$ cat config.mk
export PLATFORM = sky130hd
export DESIGN_NAME = vote_tally_unit
export DESIGN_NICKNAME = d
export VERILOG_FILES = /design/src/rtl/vtu_pkg.sv /design/src/rtl/vtu_key_gate.sv /design/src/rtl/vtu_ballot.sv /design/src/rtl/vtu_result.sv /design/src/rtl/vote_tally_unit.sv
export SDC_FILE = /design/constraint.sdc
export NUM_CORES = 1
export LEC_CHECK = 0
export BUFFER_PORTS_ARGS = -buffer_cell sky130_fd_sc_hd__buf_2
export CORE_MARGIN = 10
export CORE_UTILIZATION = 37
export CTS_CLUSTER_SIZE = 12
export DETAILED_ROUTE_END_ITERATION = 16
export PLACE_DENSITY = 0.64
export SKIP_LAST_GASP = 1
export SLEW_MARGIN = 20
export SYNTH_ARGS = -nofsm -noshare
export SYNTH_HDL_FRONTEND = slang
export SYNTH_SLANG_ARGS = --single-unit
export TNS_END_PERCENT = 20
$ cat constraint.sdc
create_clock -name clk -period 7.2 [get_ports clk]
set_input_delay 1.08 -clock clk [delete_from_list [all_inputs] [get_ports clk]]
set_output_delay 1.08 -clock clk [all_outputs]
set_load 0.01 [all_outputs]
$ cat src/rtl/vtu_pkg.sv
package vtu_pkg;
    localparam logic [31:0] DEF_KEY = 32'hC0DE_5A17;

    typedef enum logic [1:0] {
        ACT_IDLE   = 2'd0,
        ACT_VOTE   = 2'd1,
        ACT_REFUSE = 2'd2
    } ballot_act_e;
endpackage

$ cat src/rtl/vtu_key_gate.sv
module vtu_key_gate #(
    parameter int          KEY_W     = 32,
    parameter logic [KEY_W-1:0] KEY  = vtu_pkg::DEF_KEY,
    parameter int          MAX_TRIES = 3
) (
    input  logic             clk,
    input  logic             rst,
    input  logic             key_valid,
    input  logic [KEY_W-1:0] key_word,
    output logic             unlocked,
    output logic             lockout
);
    localparam int TRY_W = $clog2(MAX_TRIES + 1);
    localparam logic [TRY_W-1:0] TRY_LIM = TRY_W'(MAX_TRIES);

    typedef struct packed {
        logic             open;
        logic             barred;
        logic [TRY_W-1:0] fails;
    } gate_t;

    gate_t st_d, st_q;

    always_comb begin
        st_d = st_q;
        if (key_valid && !st_q.open && !st_q.barred) begin
            if (key_word == KEY) begin
                st_d.open  = 1'b1;
                st_d.fails = '0;
            end else begin
                st_d.fails = st_q.fails + 1'b1;
                if (st_d.fails >= TRY_LIM) begin
                    st_d.barred = 1'b1;
                end
            end
        end
    end

    always_ff @(posedge clk) begin
        if (rst) begin
            st_q <= '0;
        end else begin
            st_q <= st_d;
        end
    end

    assign unlocked = st_q.open;
    assign lockout  = st_q.barred;

    p_lock_sticky_r3: assert property (@(posedge clk) disable iff (rst)
        lockout |=> lockout);
    p_lock_excl_r3: assert property (@(posedge clk) disable iff (rst)
        lockout |-> !unlocked);
    p_unlock_key_r2: assert property (@(posedge clk) disable iff (rst)
        $rose(unlocked) |-> $past(key_valid && key_word == KEY));
    p_stay_open_r11: assert property (@(posedge clk) disable iff (rst)
        unlocked |=> unlocked);
endmodule

$ cat src/rtl/vtu_ballot.sv
module vtu_ballot #(
    parameter int N_CAND = 4,
    parameter int CNT_W  = 16,
    parameter int INV_W  = 8
) (
    input  logic                         clk,
    input  logic                         rst,
    input  logic                         accept,
    input  logic                         cast,
    input  logic [N_CAND-1:0]            sel,
    output logic [N_CAND-1:0][CNT_W-1:0] counts,
    output logic [INV_W-1:0]             invalid_count
);
    import vtu_pkg::*;

    localparam logic [CNT_W-1:0] CNT_MAX = '1;
    localparam logic [INV_W-1:0] INV_MAX = '1;

    typedef struct packed {
        logic                         cast_q;
        logic [N_CAND-1:0]            hold;
        logic [N_CAND-1:0][CNT_W-1:0] tally;
        logic [INV_W-1:0]             refused;
    } ballot_t;

    ballot_t     st_d, st_q;
    ballot_act_e act;
    logic        fall;

    assign fall = st_q.cast_q && !cast;

    always_comb begin
        if (!(fall && accept)) begin
            act = ACT_IDLE;
        end else if ($onehot(st_q.hold)) begin
            act = ACT_VOTE;
        end else begin
            act = ACT_REFUSE;
        end
    end

    always_comb begin
        st_d        = st_q;
        st_d.cast_q = cast;
        if (cast) begin
            st_d.hold = sel;
        end
        for (int i = 0; i < N_CAND; i++) begin
            if (act == ACT_VOTE && st_q.hold[i] && st_q.tally[i] != CNT_MAX) begin
                st_d.tally[i] = st_q.tally[i] + 1'b1;
            end
        end
        if (act == ACT_REFUSE && st_q.refused != INV_MAX) begin
            st_d.refused = st_q.refused + 1'b1;
        end
    end

    always_ff @(posedge clk) begin
        if (rst) begin
            st_q <= '0;
        end else begin
            st_q <= st_d;
        end
    end

    assign counts        = st_q.tally;
    assign invalid_count = st_q.refused;

    p_frozen_r9: assert property (@(posedge clk) disable iff (rst)
        !accept |=> $stable(counts) && $stable(invalid_count));
    p_inv_sat_r7: assert property (@(posedge clk) disable iff (rst)
        (invalid_count == INV_MAX) |=> (invalid_count == INV_MAX));
    p_no_commit_high_r5: assert property (@(posedge clk) disable iff (rst)
        cast |=> $stable(counts));

    for (genvar g = 0; g < N_CAND; g++) begin : g_sat
        p_no_wrap_r8: assert property (@(posedge clk) disable iff (rst)
            (counts[g] == CNT_MAX) |=> (counts[g] == CNT_MAX));
    end
endmodule

$ cat src/rtl/vtu_result.sv
module vtu_result #(
    parameter int N_CAND = 4,
    parameter int CNT_W  = 16
) (
    input  logic                         clk,
    input  logic                         rst,
    input  logic                         unlocked,
    input  logic                         close_req,
    input  logic [N_CAND-1:0][CNT_W-1:0] counts,
    output logic                         freeze,
    output logic [N_CAND-1:0]            winner,
    output logic                         tie,
    output logic                         result_valid
);
    typedef struct packed {
        logic              closed;
        logic              valid;
        logic [N_CAND-1:0] win;
        logic              shared;
    } res_t;

    res_t              st_d, st_q;
    logic [CNT_W-1:0]  top;
    logic [N_CAND-1:0] hits;

    always_comb begin
        top = '0;
        for (int i = 0; i < N_CAND; i++) begin
            if (counts[i] > top) begin
                top = counts[i];
            end
        end
        for (int i = 0; i < N_CAND; i++) begin
            hits[i] = (counts[i] == top);
        end
    end

    assign freeze = st_q.closed || (close_req && unlocked);

    always_comb begin
        st_d        = '0;
        st_d.closed = freeze;
        if (freeze) begin
            st_d.valid  = 1'b1;
            st_d.win    = hits;
            st_d.shared = ($countones(hits) > 1);
        end
    end

    always_ff @(posedge clk) begin
        if (rst) begin
            st_q <= '0;
        end else begin
            st_q <= st_d;
        end
    end

    assign winner       = st_q.win;
    assign tie          = st_q.shared;
    assign result_valid = st_q.valid;

    p_quiet_open_r10: assert property (@(posedge clk) disable iff (rst)
        !result_valid |-> (winner == '0) && !tie);
    p_has_winner_r10: assert property (@(posedge clk) disable iff (rst)
        result_valid |-> (winner != '0));
    p_valid_sticky_r9: assert property (@(posedge clk) disable iff (rst)
        result_valid |=> result_valid && $stable(winner));
    p_locked_no_close_r4: assert property (@(posedge clk) disable iff (rst)
        (!unlocked && !result_valid) |=> !result_valid);
endmodule

$ cat src/rtl/vote_tally_unit.sv
module vote_tally_unit #(
    parameter int               N_CAND    = 4,
    parameter int               CNT_W     = 16,
    parameter int               INV_W     = 8,
    parameter int               KEY_W     = 32,
    parameter logic [KEY_W-1:0] KEY       = vtu_pkg::DEF_KEY,
    parameter int               MAX_TRIES = 3
) (
    input  logic                    clk,
    input  logic                    rst,
    input  logic                    key_valid,
    input  logic [KEY_W-1:0]        key_word,
    input  logic                    cast,
    input  logic [N_CAND-1:0]       sel,
    input  logic                    close_req,
    output logic                    unlocked,
    output logic                    lockout,
    output logic [N_CAND*CNT_W-1:0] vote_counts,
    output logic [INV_W-1:0]        invalid_count,
    output logic [N_CAND-1:0]       winner,
    output logic                    tie,
    output logic                    result_valid
);
    logic                         freeze;
    logic                         accept;
    logic [N_CAND-1:0][CNT_W-1:0] counts;

    vtu_key_gate #(
        .KEY_W(KEY_W), .KEY(KEY), .MAX_TRIES(MAX_TRIES)
    ) u_gate (
        .clk(clk), .rst(rst), .key_valid(key_valid), .key_word(key_word),
        .unlocked(unlocked), .lockout(lockout)
    );

    assign accept = unlocked && !freeze;

    vtu_ballot #(
        .N_CAND(N_CAND), .CNT_W(CNT_W), .INV_W(INV_W)
    ) u_ballot (
        .clk(clk), .rst(rst), .accept(accept), .cast(cast), .sel(sel),
        .counts(counts), .invalid_count(invalid_count)
    );

    vtu_result #(
        .N_CAND(N_CAND), .CNT_W(CNT_W)
    ) u_result (
        .clk(clk), .rst(rst), .unlocked(unlocked), .close_req(close_req),
        .counts(counts), .freeze(freeze), .winner(winner), .tie(tie),
        .result_valid(result_valid)
    );

    assign vote_counts = counts;

    p_locked_frozen_r4: assert property (@(posedge clk) disable iff (rst)
        !unlocked |=> $stable(vote_counts) && $stable(invalid_count));
endmodule

==> impl_metrics.py, run 1 <==
metrics = {
    "outcome": {
        "status": "finished with violations",
        "violations": "negative setup slack",
    },
    "placed_design": {
        "place_ws_ns": -0.830,
        "dp.cells": 1548,
        "portBuffers": 120,
        "gp_congestion": 1.13,
        "dp_hpwl_um": 25700,
    },
    "power": {
        "p_leak_nw": 4.96,
        "power.density_mw_per_mm2": 91.6,
        "switchingPower_mw": 0.247,
        "power_frac_seq_pct": 47.8,
        "swShare_pct": 24.2,
        "p_clk_share_pct": 49.1,
        "peakVddDrop_mv": 0.0984,
        "pwr-share-comb_pct": 3.1,
        "p_int_mw": 0.774,
    },
    "route": {
        "dr.pass1.iters": 5,
        "final_antenna_net_count": 0,
        "drt_iter0_drc": 865,
        "route.detailed.drc": 0,
        "avgViaCountPerCell": 5.75,
        "num_vias": 9138,
        "wirelength_um": 32900,
        "wl_per_cell_um": 20.7,
    },
    "synth": {
        "synth_seq_cells": 87,
        "synth_edf_count": 0,
        "avgSynthCellArea_um2": 7.68,
        "netlist_instances": 1057,
        "synth_cell_type_count": 75,
        "synth_area_mm2": 0.00812,
        "synth_top_area_share_pct": 21.5,
        "async_reset_ff_share_pct": 0,
        "synth_top_area_cell": "dfxtp_1",
        "syn_nets": 1160,
        "synthFlopType": "dfxtp_1",
        "yosys-top-cells-area": "dfxtp_1, ha_1, buf_4, xnor2_1, nor2_1",
        "synth_warnings": 0,
        "yosysSeqAreaShare_pct": 21.5,
    },
    "final_layout": {
        "antenna_cells": 0,
        "final_cell_mix": "buf_4, buf_2, nor2_1",
        "drive_gt1_share_pct": 37.4,
        "mostFrequentLayoutCell": "buf_4",
        "fin_cells": 1588,
        "finalNetCount": 1407,
        "area_growth_pct": 37.3,
        "post-route-util_pct": 51.4,
    },
    "critical_path": {
        "endpoint_kind": "flop",
        "r2r-start": "u_ballot.counts[11]",
        "r2r_cells": 39,
        "critical_path_class": "flop to flop",
        "crit_path_start_kind": "flop",
        "slowest_delay_ns": 0.46,
        "crit_top_cell": "buf_4",
        "crit_required_ns": 7.45,
        "timing.rr.end": "u_result.tie",
        "cpMaxStageDelayCell": "o41a_1",
        "cp_top_family": "simple AND/OR/NAND/NOR gates",
        "crit_path_max_fanout": 6,
        "arrival_ns": 7.86,
        "r2r_slack_ns": -0.41,
        "crit_buf_inv": 10,
    },
    "global_route": {
        "grt_pass1_wl_um": 50000,
        "grtUsageMet1_pct": 27.5,
        "antenna_found_initial": 0,
        "use_met2_pct": 35.8,
        "grt_pass1_vias": 8721,
        "met3_usage_pct": 4.45,
        "grt_overflow": 0,
        "grt.busiest_layer": "met2",
        "grt_usage_pct": 22.2,
        "grt_max_degree": 82,
    },
    "cts": {
        "htreeDepth": 3,
        "postCtsHoldBufs": 0,
        "cts.sinks": 87,
        "root_buffer": "clkbuf_16",
        "cts_made_buffers": 9,
        "cts_tree": "built",
        "cts_buffer_depth": 2,
        "clk_pin_slew_ns": 0.07,
        "worstSkewPairLatency_ns": 0.37,
    },
    "sta": {
        "setup_violations": 1,
        "rsz0062_at_grt": "yes",
        "period_needed_ns": 7.61,
        "fmaxAchievable_mhz": 131,
        "final-hold-violation-count": 0,
        "fin_crit_sh_pct": 106,
        "fin_ws_ns": -0.410,
        "maxSlewViolCount": 0,
        "tightest_slew_ns": 0.947,
        "max_slew_margin_pct": 36.1,
        "fin_skew_ns": 0.00912,
    },
    "hold_path": {
        "min_to": "u_gate.st_q[1]",
        "hold_path.class": "flop to flop",
        "hold_depth": 2,
        "hold_path.startpoint": "u_gate.st_q[1]",
    },
    "floorplanning": {
        "fp.coreArea_mm2": 0.0217,
        "io_pins": 121,
        "die_area_mm2": 0.0283,
        "fp-row-count": 54,
        "die_w_um": 168,
        "start_util_pct": 37.4,
        "die_h_um": 168,
    },
    "job": {
        "maxCapViolCount": 0,
    },
}
-- registers in the layout (all words and copies together), names as in the netlist, 2 cells and up --
name	cells
u_gate.st_q	2
u_result.winner	4
u_ballot.st_q	5
u_ballot.invalid_count	8
u_ballot.counts	64
-- tightest hold or removal path: stages (launching register included) --
cell and delay, ns:
dfxtp_1 0.31, nor2_1 0.10, a211oi_1 0.05
-- power groups by stage --
| stage | logic [mW] | registers [mW] | clock network, mW |
|---|---|---|---|
| finish | 0.0319 | 0.488 | 0.501 |
| global route | 0.0355 | 0.488 | 0.531 |
| CTS | 0.0321 | 0.488 | 0.508 |
| floorplan | 0.0171 | 0.498 | 0 |
| detailed placement | 0.0320 | 0.499 | 0 |
| global placement | 0.0309 | 0.499 | 0 |
-- through the flow --
step                instance area, um2  total power [mW]  hold slack (ns)  TNS [ns]
finish                           11100              1.02            0.503    -0.410
global route                     11100              1.05            0.522    -0.787
CTS                              11100              1.03            0.508    -0.277
detailed placement               10100             0.531            0.501    -0.859
global placement                 10100             0.530            0.484    -0.735
floorplan                         8230             0.515            0.474         0
-- synth_stat cells (all sizes together), types with 12 or more instances --
library cell,number
dfxtp,87
nor3,21
buf,92
nand3,47
xnor2,53
and3,23
o21ai,27
and2,12
clkbuf,46
ha,60
nor2,110
nand2,70
or3,14
inv,53
o311ai,18
nor4,26
a21oi,58
xor2,26
nand4,51
-- timing repair --
item                       in CTS  in global routing
setup endpoints to repair       3                  4
pin swaps                      45                 10
cloned                          1                  0
setup buffers                  25                  2
gates resized for setup       103                  2
-- kinds of logic (layout without fill, tap and decap cells) --
| kind of cell | Yosys count | after routing | share of synthesized area (%) |
|---|---|---|---|
| fa+ha+maj | 62 | 62 | 9.74 |
| buf+inv | 191 | 442 | 12.8 |
| compound gates | 211 | 211 | 19.0 |
| xor+xnor | 79 | 79 | 8.53 |
| flops | 87 | 87 | 21.5 |
| mux | 11 | 11 | 1.36 |
| simple gates | 416 | 416 | 27.1 |
-- layout make-up --
type                       count  area [um2]
multi-input combinational    779        5900
sequential                    87        1740
inverter                      53         201
fill                        2079       10500
clock buffer                   9         225
tap                          280         350
timing repair buffer         374        2650
clock inverter                 6        76.3
-- metal layers --
| layer | routed length (um) | up-vias |
|---|---|---|
| li1 | - | 4299 |
| met1 | 13600 | 4295 |
| met2 | 14900 | 417 |
| met3 | 2520 | 127 |
| met4 | 1920 | 0 |
| met5 | 0 | - |
-- worst max path at each step --
stage / from / to / slack, ns / depth (start not counted)
after global placement: u_ballot.counts[11] / u_result.tie / -0.73 / 36
final: u_ballot.counts[11] / u_result.tie / -0.41 / 39
after global routing: u_ballot.counts[11] / u_result.tie / -0.79 / 39
after floorplan: u_ballot.counts[1] / u_result.tie / 0.003 / 38
after CTS: u_ballot.counts[0] / u_result.tie / -0.28 / 38
after detailed placement: u_ballot.counts[1] / u_result.tie / -0.83 / 36
No activity file was read; power rests on OpenSTA's default activity.
==> run 2: changes to the inputs <==
--- a/config.mk
+++ b/config.mk
@@ -10,7 +10,7 @@
 export CORE_UTILIZATION = 37
 export CTS_CLUSTER_SIZE = 12
 export DETAILED_ROUTE_END_ITERATION = 16
-export PLACE_DENSITY = 0.64
+export PLACE_DENSITY = 0.62
 export SKIP_LAST_GASP = 1
 export SLEW_MARGIN = 20
 export SYNTH_ARGS = -nofsm -noshare
==> constraint.sdc (replaced) <==
create_clock -name clk -period 7.9 [get_ports clk]
set_input_delay 1.185 -clock clk [delete_from_list [all_inputs] [get_ports clk]]
set_output_delay 1.185 -clock clk [all_outputs]
set_load 0.01 [all_outputs]
==> run 2 against run 1 <==
Compared with the run above:
- combinational power shrank 8.8%
- first-iteration DRC count grew 3.7%
- non-clock buffer count shrank 46
- critical endpoint unchanged
- the run now ends clean
==> impl_metrics.py, run 2 (same netlist as run 1, synthesis figures left out) <==
metrics = {
    "critical_path": {
        "crit_path_max_fanout": 7,
        "critical_path_class": "flop to flop",
        "cpMaxStageDelayCell": "a222oi_1",
        "crit_top_cell": "nand4_1",
        "r2r_slack_ns": 0.04,
        "crit_path_start_kind": "flop",
        "r2r-start": "u_ballot.counts[0]",
        "startpoint": "u_ballot.counts[0]",
        "slowest_delay_ns": 0.49,
        "endpoint_kind": "flop",
        "arrival_ns": 8.11,
        "r2r_cells": 37,
        "crit_required_ns": 8.16,
        "critical_path.endpoint": "u_result.tie",
        "timing.rr.end": "u_result.tie",
    },
    "sta": {
        "period_needed_ns": 7.86,
        "final-hold-violation-count": 0,
        "tightest_slew_ns": 0.875,
        "setup_violations": 0,
        "fmaxAchievable_mhz": 127,
        "max_slew_margin_pct": 41.7,
        "fin_crit_sh_pct": 99.4,
        "fin_ws_ns": 0.0449,
        "rsz0062_at_grt": "yes",
        "fin_skew_ns": 0.0110,
        "maxSlewViolCount": 0,
    },
    "route": {
        "avgViaCountPerCell": 5.79,
        "drt_iter0_drc": 897,
        "route.detailed.drc": 0,
        "wl_per_cell_um": 21.2,
        "final_antenna_net_count": 0,
        "wirelength_um": 32600,
        "dr.pass1.iters": 7,
        "num_vias": 8941,
    },
    "final_layout": {
        "largest_register_ffs": 64,
        "multi_input_area_mm2": 0.00587,
        "regArea_mm2": 0.00175,
        "drive_gt1_share_pct": 35.2,
        "final_cell_mix": "buf_4, buf_2, nor2_1",
        "area_growth_pct": 33.5,
        "nFillCells": 2086,
        "mostFrequentLayoutCell": "buf_4",
        "finalNetCount": 1361,
        "antenna_cells": 0,
        "fin_area_mm2": 0.0108,
    },
    "cts": {
        "cts.sinks": 87,
        "worstSkewPairLatency_ns": 0.36,
        "clk_pin_slew_ns": 0.08,
        "root_buffer": "clkbuf_16",
        "cts_tree": "built",
        "cts_made_buffers": 9,
        "postCtsHoldBufs": 0,
        "htreeDepth": 3,
        "cts_buffer_depth": 2,
    },
    "placed_design": {
        "place_ws_ns": -0.280,
        "gp_congestion": 0.987,
        "portBuffers": 120,
        "place_area_mm2": 0.00964,
        "dp_hpwl_um": 25300,
    },
    "floorplanning": {
        "start_util_pct": 37.4,
        "die_h_um": 168,
        "io_pins": 121,
        "die_area_mm2": 0.0283,
        "die_w_um": 168,
        "fp.coreArea_mm2": 0.0217,
        "fp-row-count": 54,
    },
    "power": {
        "peakVddDrop_mv": 0.132,
        "total_power_mw": 0.937,
        "power.density_mw_per_mm2": 86.5,
        "p_leak_nw": 4.77,
    },
    "global_route": {
        "antenna_found_initial": 1,
        "grt_pass1_wl_um": 48200,
        "grt_usage_pct": 21.5,
        "grt_pass1_vias": 8375,
        "grt_overflow": 0,
        "grt_max_degree": 82,
    },
    "hold_path": {
        "hold_path.class": "flop to flop",
    },
    "job": {
        "maxCapViolCount": 0,
    },
    "outcome": {
        "status": "finished, final reports clean",
    },
}
## run 2: cell types whose count changed in the layout (fill, tap and decap cells not counted), moves of 3 or more
cell	delta
a21oi_2	-3
a31oi_2	+4
a31oi_4	-5
buf_12	+5
buf_4	-44
buf_6	-8
clkbuf_16	+3
nor2_2	-3
o311ai_4	-3
o31ai_4	+3
## run 2: final cells by class
type / count / share of cell area [%]
clock buffer: 9 / 2.08
sequential: 87 / 16.1
timing repair buffer: 328 / 21.8
multi-input combinational: 779 / 54.2
clock inverter: 7 / 0.774
inverter: 53 / 1.86
tap: 280 / 3.23
## run 2: per-stage QoR
| stage | setup TNS (ns) | util (%) | std cells | hold slack [ns] |
|---|---|---|---|---|
| final | 0 | 49.9 | 1543 | 0.506 |
| after global routing | -0.198 | 49.9 | 1543 | 0.556 |
| after CTS | 0 | 46.3 | 1516 | 0.511 |
| after detailed placement | -0.280 | 44.5 | 1497 | 0.500 |
| after global placement | -0.250 | 44.5 | 1497 | 0.483 |
| after floorplan | 0 | - | 1057 | 0.474 |
## run 2: how the worst min path moves through the flow
stage	start	endpoint	slack, ns	cells after the start
global placement	u_gate.st_q[1]	u_gate.st_q[1]	0.48	2
CTS	u_gate.st_q[1]	u_gate.st_q[1]	0.51	2
global route	u_gate.st_q[0]	u_gate.st_q[0]	0.56	2
detailed placement	u_gate.st_q[1]	u_gate.st_q[1]	0.50	2
finish	u_gate.st_q[1]	u_gate.st_q[1]	0.51	2
floorplan	u_gate.st_q[1]	u_gate.st_q[1]	0.47	2
## run 2: layer usage
metal	share of wire [%]	global-route usage, %	vias to the layer above
met5	0	0	-
met1	42	27.2	4259
met2	46	34.4	392
met4	4.1	9.24	0
li1	-	-	4199
met3	7.7	4.66	91
## run 2: power by group
| group | internal [mW] | switching (mW) |
|---|---|---|
| Combinational | 0.0138 | 0.0153 |
| Clock | 0.253 | 0.211 |
| Sequential | 0.441 | 0.00313 |
| Total | 0.708 | 0.229 |
## run 2: repair_timing
item / in CTS / in global routing
cloned: 0 / 3
setup endpoints to repair: 1 / 1
pin swaps: 4 / 48
gates resized for setup: 14 / 93
hold endpoints to repair: 0 / 0
buffers inserted: 3 / 24
## run 2: critical path: cells and delay by family (launching register included)
kind,cells,cell delay (ns)
compound gates,11,3.20
simple gates,13,1.77
fa+ha+maj,6,1.49
buf+inv,7,0.95
flops,1,0.33
==> run 3: changes to the inputs <==
--- a/config.mk
+++ b/config.mk
@@ -6,7 +6,6 @@
 export NUM_CORES = 1
 export LEC_CHECK = 0
 export BUFFER_PORTS_ARGS = -buffer_cell sky130_fd_sc_hd__buf_2
-export CORE_MARGIN = 10
 export CORE_UTILIZATION = 37
 export CTS_CLUSTER_SIZE = 12
 export DETAILED_ROUTE_END_ITERATION = 16
==> run 3 against run 2 <==
Compared with the run above:
- cell count down 0.45%
- final area decreased by 1.7%
- combinational power down 2%
- setup slack improved by 0.094 ns
- clock power decreased by 6.9%
- sequential cell count unchanged
==> impl_metrics.py, run 3 (same netlist as run 1, synthesis figures left out) <==
metrics = {
    "critical_path": {
        "critical_path_class": "flop to flop",
        "crit_path_max_fanout": 18,
        "crit_path_start_kind": "flop",
        "cpMaxStageDelayCell": "fa_1",
        "crit_required_ns": 8.14,
        "endpoint_kind": "flop",
        "slowest_delay_ns": 0.43,
        "arrival_ns": 8.00,
    },
    "cts": {
        "cts_made_buffers": 9,
        "cts_tree": "built",
        "cts_buffer_depth": 2,
        "clk_pin_slew_ns": 0.07,
        "cts.sinks": 87,
        "htreeDepth": 3,
        "root_buffer": "clkbuf_16",
        "worstSkewPairLatency_ns": 0.35,
    },
    "sta": {
        "fin_setup_tns_ns": 0,
        "tightest_slew_ns": 0.912,
        "hold_ws_ns": 0.508,
        "fin_crit_sh_pct": 98.2,
        "final-hold-violation-count": 0,
        "period_needed_ns": 7.76,
        "max_slew_margin_pct": 38.4,
        "maxSlewViolCount": 0,
        "setup_violations": 0,
        "rsz0062_at_grt": "yes",
        "fmaxAchievable_mhz": 129,
        "fin_skew_ns": 0.00791,
        "fin_ws_ns": 0.139,
    },
    "global_route": {
        "grt_pass1_wl_um": 46700,
        "grt_max_degree": 82,
        "grt_usage_pct": 27.5,
        "grt_overflow": 0,
        "grt_pass1_vias": 8043,
        "antenna_found_initial": 0,
    },
    "placed_design": {
        "place_area_mm2": 0.00961,
        "gp_congestion": 1.09,
        "dp_hpwl_um": 24400,
        "place_ws_ns": -0.380,
        "dp.cells": 1495,
        "portBuffers": 120,
    },
    "final_layout": {
        "mostFrequentLayoutCell": "buf_4",
        "fin_area_mm2": 0.0107,
        "drive_gt1_share_pct": 35.1,
        "final_cell_mix": "buf_4, buf_2, nor2_1",
        "fin_cells": 1536,
        "antenna_cells": 0,
        "finalNetCount": 1359,
        "post-route-util_pct": 50.0,
        "area_growth_pct": 31.3,
        "largest_register_ffs": 64,
    },
    "floorplanning": {
        "die_w_um": 150,
        "fp-row-count": 53,
        "start_util_pct": 38.1,
        "io_pins": 121,
        "fp.coreArea_mm2": 0.0213,
        "die_area_mm2": 0.0225,
        "die_h_um": 150,
    },
    "route": {
        "avgViaCountPerCell": 5.83,
        "route.detailed.drc": 0,
        "final_antenna_net_count": 0,
        "wirelength_um": 31700,
        "num_vias": 8951,
        "drt_iter0_drc": 924,
        "dr.pass1.iters": 6,
        "wl_per_cell_um": 20.6,
    },
    "job": {
        "maxCapViolCount": 0,
    },
    "power": {
        "power.density_mw_per_mm2": 84.9,
        "peakVddDrop_mv": 0.0960,
        "total_power_mw": 0.904,
        "p_leak_nw": 4.69,
    },
    "hold_path": {
        "hold_path.class": "flop to flop",
    },
    "outcome": {
        "status": "finished, final reports clean",
    },
}
[run 3: worst paths after layout]
| path | endpoint | startpoint | slack [ns] | cells past startpoint |
|---|---|---|---|---|
| hold / removal | u_gate.st_q[1] | u_gate.st_q[1] | 0.51 | 2 |
| setup / recovery | u_result.tie | u_ballot.counts[1] | 0.14 | 38 |
| setup reg to reg | u_result.tie | u_ballot.counts[1] | 0.14 | 38 |
| hold reg to reg | u_gate.st_q[1] | u_gate.st_q[1] | 0.51 | 2 |
[run 3: per-layer routing]
metal  wire length, um  vias up  track usage [%]
met2             14000      425             43.8
met1             13900     4243             37.6
met4              1360        0             9.04
li1                  -     4204                -
met5                 0        -                0
met3              2370       79             4.64
[run 3: layout make-up]
class | instances | area, um2
Fill cell | 2069 | 10600
Multi-Input combinational cell | 779 | 5860
Timing Repair Buffer | 326 | 2210
Sequential cell | 87 | 1750
Tap cell | 275 | 344
Clock buffer | 11 | 253
Inverter | 53 | 199
Clock inverter | 5 | 38.8
[run 3: worst max-delay path: cells and delay by family (launching register included)]
kind	cells	cell delay [ns]
DFF	1	0.33
adders and majority gates	6	1.58
AOI/OAI and AO/OA	11	2.28
and+or+nand+nor	14	2.36
buffers and inverters	7	1.07
[run 3: timing repair]
item                                    4_1_cts  5_1_grt
hold buffers                                  0        0
setup buffers                                 6       18
endpoints found under the setup margin        1        1
pin swaps                                     5       47
gates resized for setup                      13       85
cloned                                        0        2
[run 3: report_power, final]
part           internal (mW)  total (mW)  switching, mW
clock network          0.233       0.431          0.198
logic                 0.0138      0.0286         0.0148
registers              0.441       0.445        0.00322
total                  0.688       0.904          0.216
